File: src/rtl/qrl_pkg.sv
package qrl_pkg;
   localparam int RAILS_PER_GROUP = 4;
   localparam int BITS_PER_GROUP  = 2;

   // Active-low one-of-four code: rail number v is driven low.
   function automatic logic [3:0] pair_to_rails(input logic [1:0] pair);
      return ~(4'b0001 << pair);
   endfunction

   // Index of the low rail, assuming exactly one is low.
   function automatic logic [1:0] rails_to_pair(input logic [3:0] rails);
      logic [3:0] act;
      act = ~rails;
      return {act[3] | act[2], act[3] | act[1]};
   endfunction
endpackage

File: src/rtl/qrl_reduce.sv
module qrl_reduce #(
   parameter int N      = 4,
   parameter int FANIN  = 8,
   parameter bit IS_AND = 1'b1
) (
   input  logic [N-1:0] din,
   output logic         dout
);
   localparam logic IDENT  = IS_AND;
   localparam int   CHUNKS = (N + FANIN - 1) / FANIN;

   if (N < 1 || FANIN < 2) begin : g_bad_cfg
      $error("qrl_reduce: N must be at least 1 and FANIN at least 2");
   end
   if (CHUNKS > FANIN) begin : g_too_wide
      $error("qrl_reduce: N exceeds FANIN*FANIN");
   end

   if (N <= FANIN) begin : g_flat
      assign dout = IS_AND ? (&din) : (|din);
   end else begin : g_tree
      logic [CHUNKS*FANIN-1:0] padded;
      logic [CHUNKS-1:0]       partial;

      always_comb begin
         padded        = {(CHUNKS*FANIN){IDENT}};
         padded[N-1:0] = din;
      end

      for (genvar c = 0; c < CHUNKS; c++) begin : g_leaf
         assign partial[c] = IS_AND ? (&padded[c*FANIN +: FANIN])
                                    : (|padded[c*FANIN +: FANIN]);
      end

      assign dout = IS_AND ? (&partial) : (|partial);
   end
endmodule

File: src/rtl/qrl_celem.sv
module qrl_celem #(
   parameter int N = 2
) (
   input  logic         clk,
   input  logic         rst,
   input  logic [N-1:0] din,
   output logic         dout
);
   always_ff @(posedge clk) begin
      if (rst)            dout <= 1'b0;
      else if (&din)      dout <= 1'b1;
      else if (~|din)     dout <= 1'b0;
   end
endmodule

File: src/rtl/qrl_encoder.sv
module qrl_encoder #(
   parameter int WIDTH = 20
) (
   input  logic               clk,
   input  logic               rst,
   input  logic               req,
   input  logic [WIDTH-1:0]   data,
   output logic [2*WIDTH-1:0] rails
);
   import qrl_pkg::*;
   localparam int GROUPS = WIDTH / BITS_PER_GROUP;

   logic [2*WIDTH-1:0] code;

   for (genvar g = 0; g < GROUPS; g++) begin : g_grp
      assign code[g*RAILS_PER_GROUP +: RAILS_PER_GROUP] =
         pair_to_rails(data[g*BITS_PER_GROUP +: BITS_PER_GROUP]);
   end

   always_ff @(posedge clk) begin
      if (rst)      rails <= '1;
      else if (req) rails <= code;
      else          rails <= '1;
   end

   // Each group on the wire is either empty or carries one low rail.
   logic legal_out;
   always_comb begin
      legal_out = 1'b1;
      for (int g = 0; g < GROUPS; g++)
         if (!$onehot0(~rails[g*4 +: 4])) legal_out = 1'b0;
   end

   assert_legal_code_R2: assert property (@(posedge clk) disable iff (rst)
      legal_out);
   assert_spacer_when_idle_R3: assert property (@(posedge clk) disable iff (rst)
      !req |=> (rails == '1));
endmodule

File: src/rtl/qrl_decoder.sv
module qrl_decoder #(
   parameter int WIDTH = 20,
   parameter int FANIN = 8
) (
   input  logic               clk,
   input  logic               rst,
   input  logic [2*WIDTH-1:0] rails,
   output logic [WIDTH-1:0]   data,
   output logic               valid,
   output logic               err
);
   import qrl_pkg::*;
   localparam int GROUPS = WIDTH / BITS_PER_GROUP;

   logic [GROUPS-1:0] grp_valid, grp_empty, grp_multi;
   logic [WIDTH-1:0]  decoded;
   logic              all_valid, all_empty, any_multi, complete;

   for (genvar g = 0; g < GROUPS; g++) begin : g_grp
      logic [3:0] act;
      assign act          = ~rails[g*RAILS_PER_GROUP +: RAILS_PER_GROUP];
      assign grp_valid[g] = |act;
      assign grp_empty[g] = ~grp_valid[g];
      assign grp_multi[g] = (act[0] & act[1]) | (act[0] & act[2]) | (act[0] & act[3])
                          | (act[1] & act[2]) | (act[1] & act[3]) | (act[2] & act[3]);
      assign decoded[g*BITS_PER_GROUP +: BITS_PER_GROUP] =
         rails_to_pair(rails[g*RAILS_PER_GROUP +: RAILS_PER_GROUP]);
   end

   qrl_reduce #(.N(GROUPS), .FANIN(FANIN), .IS_AND(1'b1)) u_all_valid (
      .din(grp_valid), .dout(all_valid));
   qrl_reduce #(.N(GROUPS), .FANIN(FANIN), .IS_AND(1'b1)) u_all_empty (
      .din(grp_empty), .dout(all_empty));
   qrl_reduce #(.N(GROUPS), .FANIN(FANIN), .IS_AND(1'b0)) u_any_multi (
      .din(grp_multi), .dout(any_multi));

   assign complete = all_valid & ~any_multi;

   qrl_celem #(.N(2)) u_hold (
      .clk (clk),
      .rst (rst),
      .din ({complete, ~all_empty}),
      .dout(valid)
   );

   always_ff @(posedge clk) begin
      if (rst) begin
         data <= '0;
         err  <= 1'b0;
      end else begin
         err <= any_multi;
         if (complete && !valid) data <= decoded;
      end
   end

   // Independent per-group check built straight from the rails.
   logic chk_all_onehot, chk_all_high;
   always_comb begin
      chk_all_onehot = 1'b1;
      for (int g = 0; g < GROUPS; g++)
         if ($countones(~rails[g*4 +: 4]) != 1) chk_all_onehot = 1'b0;
      chk_all_high = (rails == '1);
   end

   assert_rise_needs_full_word_R4: assert property (@(posedge clk) disable iff (rst)
      $rose(valid) |-> $past(chk_all_onehot));
   assert_fall_needs_all_empty_R5: assert property (@(posedge clk) disable iff (rst)
      $fell(valid) |-> $past(chk_all_high));
   assert_no_rise_on_error_R7: assert property (@(posedge clk) disable iff (rst)
      $rose(valid) |-> !err);
   assert_data_held_R8: assert property (@(posedge clk) disable iff (rst)
      (valid && $past(valid)) |-> $stable(data));
endmodule

File: src/rtl/quad_rail_link.sv
module quad_rail_link #(
   parameter int WIDTH = 20,
   parameter int FANIN = 8
) (
   input  logic               clk,
   input  logic               rst,
   input  logic               tx_req,
   input  logic [WIDTH-1:0]   tx_data,
   output logic [2*WIDTH-1:0] tx_rails,
   input  logic [2*WIDTH-1:0] rx_rails,
   output logic [WIDTH-1:0]   rx_data,
   output logic               rx_valid,
   output logic               rx_err
);
   if (WIDTH < 2 || (WIDTH % 2) != 0) begin : g_bad_width
      $error("quad_rail_link: WIDTH must be even and at least 2");
   end

   qrl_encoder #(.WIDTH(WIDTH)) u_enc (
      .clk  (clk),
      .rst  (rst),
      .req  (tx_req),
      .data (tx_data),
      .rails(tx_rails)
   );

   qrl_decoder #(.WIDTH(WIDTH), .FANIN(FANIN)) u_dec (
      .clk  (clk),
      .rst  (rst),
      .rails(rx_rails),
      .data (rx_data),
      .valid(rx_valid),
      .err  (rx_err)
   );
endmodule

File: config.mk
export PLATFORM = sky130hd
export DESIGN_NAME = quad_rail_link
export DESIGN_NICKNAME = d
export VERILOG_FILES = /design/src/rtl/qrl_pkg.sv /design/src/rtl/qrl_reduce.sv /design/src/rtl/qrl_celem.sv /design/src/rtl/qrl_encoder.sv /design/src/rtl/qrl_decoder.sv /design/src/rtl/quad_rail_link.sv
export SDC_FILE = /design/constraint.sdc
export NUM_CORES = 1
export LEC_CHECK = 0
export BUFFER_PORTS_ARGS = -buffer_cell sky130_fd_sc_hd__buf_2
export CORE_MARGIN = 2
export CORE_UTILIZATION = 44
export CTS_CLUSTER_DIAMETER = 100
export DETAILED_ROUTE_END_ITERATION = 16
export HOLD_SLACK_MARGIN = 0.15
export PLACE_DENSITY = 0.8
export SYNTH_ARGS = -nofsm -noshare
export SYNTH_HDL_FRONTEND = slang
export SYNTH_SLANG_ARGS = --single-unit
File: constraint.sdc
create_clock -name clk -period 3.1 [get_ports clk]
set_clock_uncertainty 0.15 [all_clocks]
set_input_delay 0.93 -clock clk [delete_from_list [all_inputs] [get_ports clk]]
set_output_delay 0.93 -clock clk [all_outputs]
set_load 0.05 [all_outputs]
Yosys cells after proc, flatten, opt, wreduce, memory -nomap -nowiden --
Cells that the tools add are included. Widths: inputs -> output; s select.
Storage, ports and cells: register bits after elaboration 62, bits of input ports 63, output and inout bits 62, logic and storage cells 199
Cells by class: eq/ne operators 1, shifts and indexed selects 10, multiplexer cells 2, bitwise operators 164, reductions and logical operators 18
Operators with widths (count):
- $not 4->4 | 20
- $or 1x1->1 | 70
- $and 1x1->1 | 61
- $reduce_or 4->1 | 10
- $shl 1x2->4 const A | 10
- $reduce_and 10->1 | 2
- $not 1->1 | 13
- $reduce_or 10->1 | 1
- $reduce_or 2->1 | 2
- $mux 1 | 2
- $ne 2x2->1 const B | 1
- $reduce_and 2->1 | 1
- $logic_and 1x1->1 | 1
- $logic_not 1->1 | 1

Longest topological paths before layout --
Gate-level depths: netlist (run 1).
word-level depth 13, depth in mapped cells 10, depth with buffers taken out 8

Hierarchy --
Synthesis (run 1) repeated with hierarchy kept, for this count alone.
Second synthesis, totals: cells, all modules 246, area total of the unflattened synthesis 2671.3 um2
Modules (own cells, without submodules):
- qrl_decoder | times used 1, cells an instance 142, area an instance 1301.2 um2, seq. area each 420.4 um2
- qrl_encoder | times used 1, cells an instance 88, area an instance 1249.9 um2, seq. area each 800.8 um2
- qrl_reduce at u_dec.u_all_empty ... | times used 2, cells an instance 4, area an instance 26.3 um2, seq. area each 0.0 um2
- qrl_celem | times used 1, cells an instance 4, area an instance 46.3 um2, seq. area each 20.0 um2
- qrl_reduce at u_dec.u_any_multi | times used 1, cells an instance 4, area an instance 21.3 um2, seq. area each 0.0 um2

Worst setup path after synthesis (run 1) --
OpenSTA, ideal clock, no wires.
path type input port to flip-flop, start point input port rx_rails[20], end point register u_dec.u_hold.dout, library setup time 0.128 ns, arrival time 2.654 ns, data required time 2.822 ns, path slack 0.168 ns, stages on the path 9, buffers on the path 1, cells stage by stage o22ai_1 > or4_4 > nor4_4 > buf_6 > nand2_1 > nor2_1 > ha_1 > mux2i_1 > nor2_1
On the way: cells in the longest elaborated chain, start to end 12, elaborated cells on any way between the ends 21, those cells by class eq/ne: 1; mux: 1; bitwise: 13; reduce/logical: 6
RTL lines:
- start, declared | RTL line quad_rail_link.sv:10 | input logic [2*WIDTH-1:0] rx_rails,
- $not 4->4 (*) | RTL line qrl_decoder.sv:21 | assign act = ~rails[g*RAILS_PER_GROUP +: RAILS_PER_GROUP];
- $and 1x1->1 | RTL line qrl_decoder.sv:24 | assign grp_multi[g] = (act[0] & act[1]) | (act[0] & act[2]) | (act[0] & act[3])
- $or 1x1->1 (2 in series) | RTL line qrl_decoder.sv:24
- $or 1x1->1 (3 in series) | RTL line qrl_decoder.sv:25 | | (act[1] & act[2]) | (act[1] & act[3]) | (act[2] & act[3]);
- $reduce_or 10->1 | RTL line qrl_reduce.sv:35 | assign dout = IS_AND ? (&partial) : (|partial);
- $not 1->1 | RTL line qrl_decoder.sv:37 | assign complete = all_valid & ~any_multi;
- $and 1x1->1 | RTL line qrl_decoder.sv:37
- $reduce_and 2->1 or $reduce_or 2->1 (tied branches) | RTL line qrl_celem.sv:11, qrl_celem.sv:12
- $ne 2x2->1 (no source line) or $mux 1 (tied branches)
- end signal, assigned | RTL line qrl_celem.sv:10 | if (rst) dout <= 1'b0;
- end signal, assigned | RTL line qrl_celem.sv:11 | else if (&din) dout <= 1'b1;
- end signal, assigned | RTL line qrl_celem.sv:12 | else if (~|din) dout <= 1'b0;
- end, declared | RTL line qrl_celem.sv:7 | output logic dout
Mark *: on every way between the ends. The rest lies on a longest branch, timed or not. A chain may end at the register's enable or synchronous reset.

Final worst setup path (run 1) --
start point input port rx_rails[22], end point register u_dec.data[19]
On the way: cells in the longest elaborated chain, start to end 11, elaborated cells on any way between the ends 15, those cells by class bitwise: 11; reduce/logical: 4
RTL lines:
- $not 4->4 (*) | RTL line qrl_decoder.sv:21
- $and 1x1->1 | RTL line qrl_decoder.sv:24
- $or 1x1->1 (2 in series) | RTL line qrl_decoder.sv:24
- $or 1x1->1 (3 in series) | RTL line qrl_decoder.sv:25
- $reduce_or 10->1 | RTL line qrl_reduce.sv:35
- $not 1->1 | RTL line qrl_decoder.sv:37
- $and 1x1->1 (*) | RTL line qrl_decoder.sv:37
- $logic_and 1x1->1 (*) | RTL line qrl_decoder.sv:52 | if (complete && !valid) data <= decoded;
- end signal, assigned | RTL line qrl_decoder.sv:52
- end, declared | RTL line qrl_decoder.sv:8 | output logic [WIDTH-1:0] data,
Marks and branches as above.

==> results of run 1 <==
==> cell usage in the layout (no fill, tap or decap), types with 2 or more instances in the layout <==
| cell | Yosys | layout |
|---|---|---|
| dfxtp_1 | 62 | 62 |
| and3_1 | 2 | 2 |
| nand3_1 | 12 | 12 |
| or3_1 | 10 | 10 |
| a22oi_1 | 8 | 8 |
| clkinv_2 | 0 | 2 |
| buf_4 | 2 | 7 |
| a31oi_1 | 21 | 21 |
| a311oi_1 | 17 | 17 |
| nand4_1 | 10 | 10 |
| a311oi_2 | 2 | 2 |
| nor2_1 | 16 | 16 |
| nor4_1 | 5 | 5 |
| and4_1 | 2 | 2 |
| buf_2 | 0 | 124 |
| clkbuf_8 | 0 | 10 |
| o22ai_1 | 9 | 9 |
| nand3b_1 | 7 | 7 |
| a21oi_1 | 2 | 2 |
| nand2_1 | 14 | 14 |
==> cell type report <==
class                   count  area share, %
clock buffers              11           4.49
multi-input cells         148           30.4
well taps                  70           2.78
flip-flops and latches     62           39.4
repair buffers            131           21.4
clock inverters             4           1.51
==> final timing paths <==
path	startpoint	endpoint	slack (ps)	cells past startpoint
min reg2reg	u_dec.data[0]	u_dec.data[0]	400	2
max reg2reg	u_dec.u_hold.dout	u_dec.data[19]	1500	3
min	u_dec.data[0]	u_dec.data[0]	400	2
max	rx_rails[22]	u_dec.data[19]	410	6
==> layer usage <==
metal | global-route usage, % | vias to the layer above
met1 | 26.7 | 1052
met5 | 0 | -
met4 | 7.45 | 0
met3 | 7.35 | 7
li1 | - | 1135
met2 | 36.1 | 131
==> per-stage QoR <==
stage / power [mW] / cell area [sq um]
global placement: 1.04 / 2960
finish: 1.71 / 3150
CTS: 1.72 / 3150
detailed placement: 1.04 / 2960
floorplan: 0.948 / 2310
global route: 1.78 / 3150
==> power breakdown <==
part | internal (mW) | total [mW] | switching [mW] | leakage, nW
combinational | 0.0689 | 0.214 | 0.145 | 0.677
clock | 0.386 | 0.679 | 0.292 | 0.0952
sequential | 0.811 | 0.814 | 0.00298 | 0.505
total | 1.27 | 1.71 | 0.440 | 1.28
==> registers in the layout (all words and copies together), names as in the netlist <==
name               flops
u_enc.rails           40
u_dec.u_hold.dout      1
u_dec.data            20
u_dec.err              1
==> logic make-up (layout without fill, tap and decap cells) <==
family | Yosys count | count (layout)
buffers and inverters | 15 | 146
and+or+nand+nor | 85 | 85
adders and majority gates | 2 | 2
muxes | 1 | 1
AOI/OAI and AO/OA | 60 | 60
DFF | 62 | 62
==> critical path, stage by stage <==
cell,delay [ps]
buf_2,120
o22ai_1,90
or4_4,540
nor4_4,360
and3_2,510
a311oi_1,170
==> impl_metrics.xml, run 1 <==
<?xml version="1.0" encoding="UTF-8"?>
<metrics>
  <group name="status">
    <metric name="result_of_the_run" unit="">completed</metric>
  </group>
  <group name="synth">
    <metric name="syn-instance-count" unit="">225</metric>
    <metric name="dominantRegCellSynth" unit="">dfxtp_1</metric>
    <metric name="synth.yosys.seq_area_share" unit="%">53.8</metric>
    <metric name="synth_xor_area_share" unit="%">0</metric>
    <metric name="synthTopCellsByCount" unit="">62 x dfxtp_1, 21 x a31oi_1, 17 x a311oi_1, 16 x nor2_1, 14 x nand2_1</metric>
    <metric name="yosys_warnings" unit="">0</metric>
    <metric name="synthesis.area_per_instance" unit="sq um">10.3</metric>
    <metric name="synth-compound-area-share" unit="%">19.3</metric>
    <metric name="synth_top_cells_by_area" unit="">dfxtp_1 54%, a311oi_1 6.5%, a31oi_1 5.7%</metric>
    <metric name="postSynthNetCount" unit="">289</metric>
    <metric name="synth_simple_gate_area_share" unit="%">20.8</metric>
    <metric name="async_flop_share" unit="%">0</metric>
    <metric name="synth_top_area_cell" unit="">dfxtp_1</metric>
    <metric name="synth_adder_area_share" unit="%">0.976</metric>
    <metric name="synth-edff-count" unit="">0</metric>
    <metric name="synth_top_cell_area_share" unit="%">53.8</metric>
    <metric name="yosys-mux-area-fraction" unit="%">0.434</metric>
    <metric name="count_of_different_cell_masters_after_synthesis" unit="">30</metric>
    <metric name="mappedNetlistArea" unit="sq mm">0.00231</metric>
    <metric name="synth_top_family_by_area" unit="">simple AND/OR/NAND/NOR gates</metric>
    <metric name="yosys_register_bits" unit="">62</metric>
    <metric name="most_common_cell_in_the_synthesized_netlist" unit="">dfxtp_1</metric>
  </group>
  <group name="placed_design">
    <metric name="place_congestion" unit="">0.943</metric>
    <metric name="dp_hpwl" unit="um">4760</metric>
    <metric name="placedCellCount" unit="">411</metric>
    <metric name="place_ws" unit="ps">93.2</metric>
    <metric name="port_buffers" unit="">124</metric>
  </group>
  <group name="layout">
    <metric name="drive_above_1_share" unit="%">42.1</metric>
    <metric name="antenna_cells_inserted" unit="">0</metric>
    <metric name="finalCoreUtilization" unit="%">62.0</metric>
    <metric name="final_net_count" unit="">416</metric>
    <metric name="final.fill_count" unit="">431</metric>
    <metric name="flow.area_growth_from_synthesis" unit="%">36.4</metric>
    <metric name="stdcell_count" unit="">426</metric>
    <metric name="multi_input_area" unit="sq um">957</metric>
    <metric name="area.sequential" unit="sq mm">0.00124</metric>
  </group>
  <group name="global_routing">
    <metric name="first_global_vias" unit="">2148</metric>
    <metric name="globalRouteOverflowTotal" unit="">0</metric>
    <metric name="grt_pass1_wl" unit="um">10200</metric>
    <metric name="grt_usage" unit="%">21.9</metric>
    <metric name="antenna_found_initial" unit="">0</metric>
    <metric name="maximum_number_of_pins_on_one_net_before_global_route_repair" unit="">25</metric>
  </group>
  <group name="routing">
    <metric name="final_antenna_net_count" unit="">0</metric>
    <metric name="detailroute.wirelength.met3" unit="um">546</metric>
    <metric name="drt_iter0_markers" unit="">96</metric>
    <metric name="drcViolationCount" unit="">0</metric>
    <metric name="drt-pass1-iter-count" unit="">5</metric>
    <metric name="post_drt_wl_per_cell" unit="um">14.8</metric>
    <metric name="detailroute.via_count" unit="">2325</metric>
    <metric name="wl_met1" unit="um">2670</metric>
    <metric name="drt-vias-per-instance" unit="">5.46</metric>
    <metric name="detailroute.wirelength.met2" unit="um">3020</metric>
    <metric name="drt_wl_total" unit="um">6300</metric>
    <metric name="route.top_layer_used" unit="">met4</metric>
  </group>
  <group name="timing">
    <metric name="worst_slack" unit="ps">409</metric>
    <metric name="report.final.setup_viol" unit="">0</metric>
    <metric name="setup_tns" unit="ps">0</metric>
    <metric name="achievable_frequency" unit="GHz">0.372</metric>
    <metric name="unrepaired_setup_endpoints_after_global_routing" unit="">false</metric>
    <metric name="worst_slew_pin_slew" unit="ps">712</metric>
    <metric name="maxSlewHeadroom" unit="%">52.5</metric>
    <metric name="min_period_over_period" unit="%">86.8</metric>
    <metric name="min_period" unit="ps">2690</metric>
    <metric name="finalHoldViolations" unit="">0</metric>
    <metric name="final-max-slew-violation-count" unit="">0</metric>
    <metric name="hold_ws" unit="ps">396</metric>
  </group>
  <group name="clock_tree">
    <metric name="worst_setup_hold_path_clk_slew" unit="ps">60</metric>
    <metric name="clk_latency" unit="ps">320</metric>
    <metric name="clk_root_buffer_cell" unit="">clkbuf_8</metric>
    <metric name="cts_made_buffers" unit="">9</metric>
    <metric name="cts.htree.levels" unit="">3</metric>
    <metric name="cts-hold-fix-buffers" unit="">0</metric>
    <metric name="cts.repair_timing.setup_buffer_count" unit="">0</metric>
    <metric name="cts_num_sinks" unit="">62</metric>
    <metric name="cts_resized" unit="">0</metric>
    <metric name="clock_tree_from_tritoncts" unit="">built</metric>
    <metric name="cts_max_path_buffers" unit="">2</metric>
  </group>
  <group name="setup_path">
    <metric name="critPathArrivalTime" unit="ps">2720</metric>
    <metric name="startpoint_type" unit="">input port</metric>
    <metric name="worstPathRequired" unit="ps">3130</metric>
    <metric name="path_max_fanout" unit="">20</metric>
    <metric name="worst_setup_path_end_kind" unit="">register</metric>
    <metric name="setup.worst_path.class" unit="">in -&gt; reg</metric>
  </group>
  <group name="floorplanning">
    <metric name="die_w" unit="um">76.4</metric>
    <metric name="initial_core_util" unit="%">45.5</metric>
    <metric name="core_area" unit="sq mm">0.00507</metric>
    <metric name="io_pins" unit="">125</metric>
    <metric name="fp-row-count" unit="">26</metric>
    <metric name="die_area" unit="sq mm">0.00584</metric>
    <metric name="die_h" unit="um">76.4</metric>
  </group>
  <group name="power">
    <metric name="power-per-cell-area" unit="mW/mm^2">542</metric>
    <metric name="leakagePower" unit="nW">1.28</metric>
    <metric name="worst_ir_drop_vdd" unit="mV">0.272</metric>
  </group>
  <group name="min_path">
    <metric name="hp-class" unit="">reg -&gt; reg</metric>
  </group>
  <group name="run">
    <metric name="max-cap-violations" unit="">0</metric>
  </group>
</metrics>
Power figures use the tool's default switching activity.
==> run 2, diff against run 1 <==
--- a/config.mk
+++ b/config.mk
@@ -5,9 +5,10 @@
 export SDC_FILE = /design/constraint.sdc
 export NUM_CORES = 1
 export LEC_CHECK = 0
+export ABC_AREA = 1
 export BUFFER_PORTS_ARGS = -buffer_cell sky130_fd_sc_hd__buf_2
 export CORE_MARGIN = 2
-export CORE_UTILIZATION = 44
+export CORE_UTILIZATION = 46
 export CTS_CLUSTER_DIAMETER = 100
 export DETAILED_ROUTE_END_ITERATION = 16
 export HOLD_SLACK_MARGIN = 0.15
==> run 2 against run 1 <==
  * Die area grew 9.4%
  * Final cell count grew 40%
  * Clock power grew 19%
  * Synthesized area grew 15%
  * Utilization grew 1.9 points
  * Via count grew 18%
==> impl_metrics.xml, run 2 <==
<?xml version="1.0" encoding="UTF-8"?>
<metrics>
  <group name="status">
    <metric name="result_of_the_run" unit="">completed</metric>
  </group>
  <group name="synth">
    <metric name="synth.yosys.seq_area_share" unit="%">46.8</metric>
    <metric name="synth_top_cell_area_share" unit="%">46.8</metric>
    <metric name="synthTopCellsByCount" unit="">93 x nand2_1, 83 x inv_1, 73 x nor2_1, 62 x dfxtp_1, 42 x nand3_1</metric>
    <metric name="postSynthNetCount" unit="">460</metric>
    <metric name="synth_top_cells_by_area" unit="">dfxtp_1 47%, nand2_1 13%, inv_1 12%</metric>
    <metric name="yosys_register_bits" unit="">62</metric>
    <metric name="synth_simple_gate_area_share" unit="%">37.9</metric>
    <metric name="most_common_cell_in_the_synthesized_netlist" unit="">nand2_1</metric>
    <metric name="synthesis.area_per_instance" unit="sq um">6.70</metric>
    <metric name="synth_top_family_by_area" unit="">simple AND/OR/NAND/NOR gates</metric>
    <metric name="async_flop_share" unit="%">0</metric>
    <metric name="yosys_warnings" unit="">0</metric>
    <metric name="synth-compound-area-share" unit="%">0.377</metric>
    <metric name="syn-instance-count" unit="">396</metric>
    <metric name="synth_adder_area_share" unit="%">0.472</metric>
    <metric name="yosys-mux-area-fraction" unit="%">0</metric>
    <metric name="synth_xor_area_share" unit="%">0</metric>
    <metric name="count_of_different_cell_masters_after_synthesis" unit="">17</metric>
    <metric name="dominantRegCellSynth" unit="">dfxtp_1</metric>
    <metric name="mappedNetlistArea" unit="sq mm">0.00265</metric>
    <metric name="synth-edff-count" unit="">0</metric>
    <metric name="synth_top_area_cell" unit="">dfxtp_1</metric>
  </group>
  <group name="clock_tree">
    <metric name="cts_made_buffers" unit="">9</metric>
    <metric name="cts_resized" unit="">0</metric>
    <metric name="cts.htree.levels" unit="">3</metric>
    <metric name="clk_root_buffer_cell" unit="">clkbuf_8</metric>
    <metric name="cts_max_path_buffers" unit="">2</metric>
    <metric name="cts.repair_timing.setup_buffer_count" unit="">0</metric>
    <metric name="worst_setup_hold_path_clk_slew" unit="ps">70</metric>
    <metric name="cts_num_sinks" unit="">62</metric>
    <metric name="clock_tree_from_tritoncts" unit="">built</metric>
    <metric name="clk_latency" unit="ps">330</metric>
    <metric name="cts-hold-fix-buffers" unit="">0</metric>
  </group>
  <group name="floorplanning">
    <metric name="die_area" unit="sq mm">0.00639</metric>
    <metric name="initial_core_util" unit="%">47.9</metric>
    <metric name="fp-row-count" unit="">27</metric>
    <metric name="io_pins" unit="">125</metric>
    <metric name="die_h" unit="um">79.9</metric>
    <metric name="die_w" unit="um">79.9</metric>
    <metric name="core_area" unit="sq mm">0.00554</metric>
  </group>
  <group name="min_path">
    <metric name="hp-class" unit="">reg -&gt; reg</metric>
    <metric name="hold-path-cell-count" unit="">4</metric>
    <metric name="min-delay-start" unit="">u_dec.data[4]</metric>
    <metric name="timing.hold.worst_endpoint" unit="">u_dec.data[4]</metric>
  </group>
  <group name="setup_path">
    <metric name="critical-path-max-stage-delay" unit="ps">370</metric>
    <metric name="critical_path.n_buffers_inverters" unit="">2</metric>
    <metric name="setup.worst_path.class" unit="">in -&gt; reg</metric>
    <metric name="worst_setup_path_end_kind" unit="">register</metric>
    <metric name="startpoint_type" unit="">input port</metric>
    <metric name="critPathArrivalTime" unit="ps">2490</metric>
    <metric name="crit-reg2reg-capture" unit="">u_dec.data[10]</metric>
    <metric name="reg2reg_setup_slack" unit="ps">1240</metric>
    <metric name="cells_along_the_critical_path" unit="">buf_2 -&gt; nand2_1 -&gt; nand2_1 -&gt; nand2_1 -&gt; nor2_1 -&gt; nand3_1 -&gt; nor2_4 -&gt; nand3_2 -&gt; nand2_1 -&gt; inv_1 -&gt; nor2_1</metric>
    <metric name="worstPathRequired" unit="ps">3210</metric>
    <metric name="path_max_fanout" unit="">20</metric>
    <metric name="path_common_cell" unit="">nand2_1</metric>
    <metric name="worst_setup_path_startpoint" unit="">rx_rails[11]</metric>
    <metric name="worstReg2RegStart" unit="">u_dec.u_hold.dout</metric>
    <metric name="crit_slowest_cell" unit="">nand3_2</metric>
    <metric name="rr_worst_depth" unit="">5</metric>
    <metric name="critPathTopFamily" unit="">simple AND/OR/NAND/NOR gates</metric>
    <metric name="critical_path_cell_count" unit="">11</metric>
  </group>
  <group name="timing">
    <metric name="unrepaired_setup_endpoints_after_global_routing" unit="">false</metric>
    <metric name="finalHoldViolations" unit="">0</metric>
    <metric name="report.final.setup_viol" unit="">0</metric>
    <metric name="worst_slew_pin_slew" unit="ps">611</metric>
    <metric name="setup_tns" unit="ps">0</metric>
    <metric name="final-max-slew-violation-count" unit="">0</metric>
    <metric name="maxSlewHeadroom" unit="%">59.2</metric>
    <metric name="achievable_frequency" unit="GHz">0.421</metric>
    <metric name="min_period_over_period" unit="%">76.6</metric>
    <metric name="min_period" unit="ps">2380</metric>
  </group>
  <group name="layout">
    <metric name="final_net_count" unit="">584</metric>
    <metric name="layout_commonest_cell" unit="">buf_2</metric>
    <metric name="flow.area_growth_from_synthesis" unit="%">33.6</metric>
    <metric name="largest-register" unit="">u_enc.rails</metric>
    <metric name="largest_register_ffs" unit="">40</metric>
    <metric name="drive_above_1_share" unit="%">27.8</metric>
    <metric name="stdcell_count" unit="">597</metric>
    <metric name="layout_common_cells" unit="">124 x buf_2, 93 x nand2_1, 83 x inv_1</metric>
    <metric name="antenna_cells_inserted" unit="">0</metric>
    <metric name="reg_top3" unit="">u_enc.rails (40), u_dec.data (20)</metric>
  </group>
  <group name="power">
    <metric name="leakagePower" unit="nW">1.92</metric>
    <metric name="power-per-cell-area" unit="mW/mm^2">520</metric>
    <metric name="total_power" unit="mW">1.84</metric>
    <metric name="worst_ir_drop_vdd" unit="mV">0.328</metric>
  </group>
  <group name="routing">
    <metric name="final_antenna_net_count" unit="">0</metric>
    <metric name="drt-vias-per-instance" unit="">4.61</metric>
    <metric name="detailroute.via_count" unit="">2754</metric>
    <metric name="drt_wl_total" unit="um">6480</metric>
    <metric name="drcViolationCount" unit="">0</metric>
    <metric name="drt-pass1-iter-count" unit="">5</metric>
    <metric name="drt_iter0_markers" unit="">134</metric>
    <metric name="post_drt_wl_per_cell" unit="um">10.9</metric>
  </group>
  <group name="global_routing">
    <metric name="antenna_found_initial" unit="">0</metric>
    <metric name="first_global_vias" unit="">2544</metric>
    <metric name="globalRouteOverflowTotal" unit="">0</metric>
    <metric name="maximum_number_of_pins_on_one_net_before_global_route_repair" unit="">41</metric>
    <metric name="grt_pass1_wl" unit="um">10600</metric>
    <metric name="grt_usage" unit="%">21.2</metric>
  </group>
  <group name="placed_design">
    <metric name="placedCellCount" unit="">581</metric>
    <metric name="dp_hpwl" unit="um">5080</metric>
    <metric name="port_buffers" unit="">124</metric>
    <metric name="place_congestion" unit="">0.863</metric>
  </group>
  <group name="run">
    <metric name="max-cap-violations" unit="">0</metric>
  </group>
</metrics>
==> run 2: changes by cell type in the layout (fill, tap and decap cells not counted), sizes merged, moves of 7 or more <==
| cell | before | now |
|---|---|---|
| a22oi | 8 | 0 |
| a311oi | 19 | 0 |
| a31oi | 21 | 0 |
| inv | 0 | 86 |
| nand2 | 14 | 93 |
| nand3 | 12 | 43 |
| nand3b | 7 | 0 |
| nand4 | 10 | 22 |
| nor2 | 16 | 74 |
| o22ai | 9 | 0 |
| or3 | 10 | 1 |
==> run 2: per-stage QoR <==
step / setup slack [ps] / util (%) / instance area [sq um] / hold WS, ps
2_1_floorplan: 802 / - / 2650 / 573
3_3_place_gp: 456 / 59.8 / 3320 / 344
3_5_place_dp: 408 / 59.8 / 3320 / 350
4_1_cts: 744 / 64.0 / 3540 / 363
5_1_grt: 557 / 64.0 / 3540 / 396
6_report: 724 / 64.0 / 3540 / 358
==> run 2: cells by family (layout without fill, tap and decap cells) <==
group           Yosys count  in the layout
buf+inv                  97            226
flops                    62             62
compound gates            2              2
fa+ha+maj                 1              1
simple gates            234            234
==> run 2: tightest hold or removal path, cell delays in order (launching register included) <==
cell	delay, ps
dfxtp_1	310
inv_1	40
nand2_1	40
inv_1	40
nor2_1	30
==> run 2: metal layers <==
layer | wire, um | part of all wire [%] | vias to the layer above | global-route usage [%]
met2 | 3200 | 49 | 92 | 35.8
met1 | 2700 | 42 | 1212 | 24.7
met5 | 0 | 0 | - | 0
li1 | - | - | 1444 | -
met4 | 70 | 1.1 | 0 | 7.63
met3 | 508 | 7.8 | 6 | 7.81
==> run 2: final cells by class <==
cell class,count,area (sq um)
timing repair buffer,127,643
multi-input combinational,237,1030
sequential,62,1240
fill,543,2000
clock buffer,9,124
clock inverter,7,105
tap,72,90.1
inverter,83,312
==> run 2: how the worst max path moves through the flow <==
stage	end	slack (ps)
CTS	u_dec.data[10]	740
global placement	u_dec.data[13]	460
global route	u_dec.data[2]	560
floorplan	u_dec.u_hold.dout	800
finish	u_dec.data[10]	720
detailed placement	u_dec.data[10]	410
==> run 2: power by group <==
group | switching (mW) | internal [mW]
clock | 0.342 | 0.465
combinational | 0.152 | 0.0688
sequential | 0.00333 | 0.810
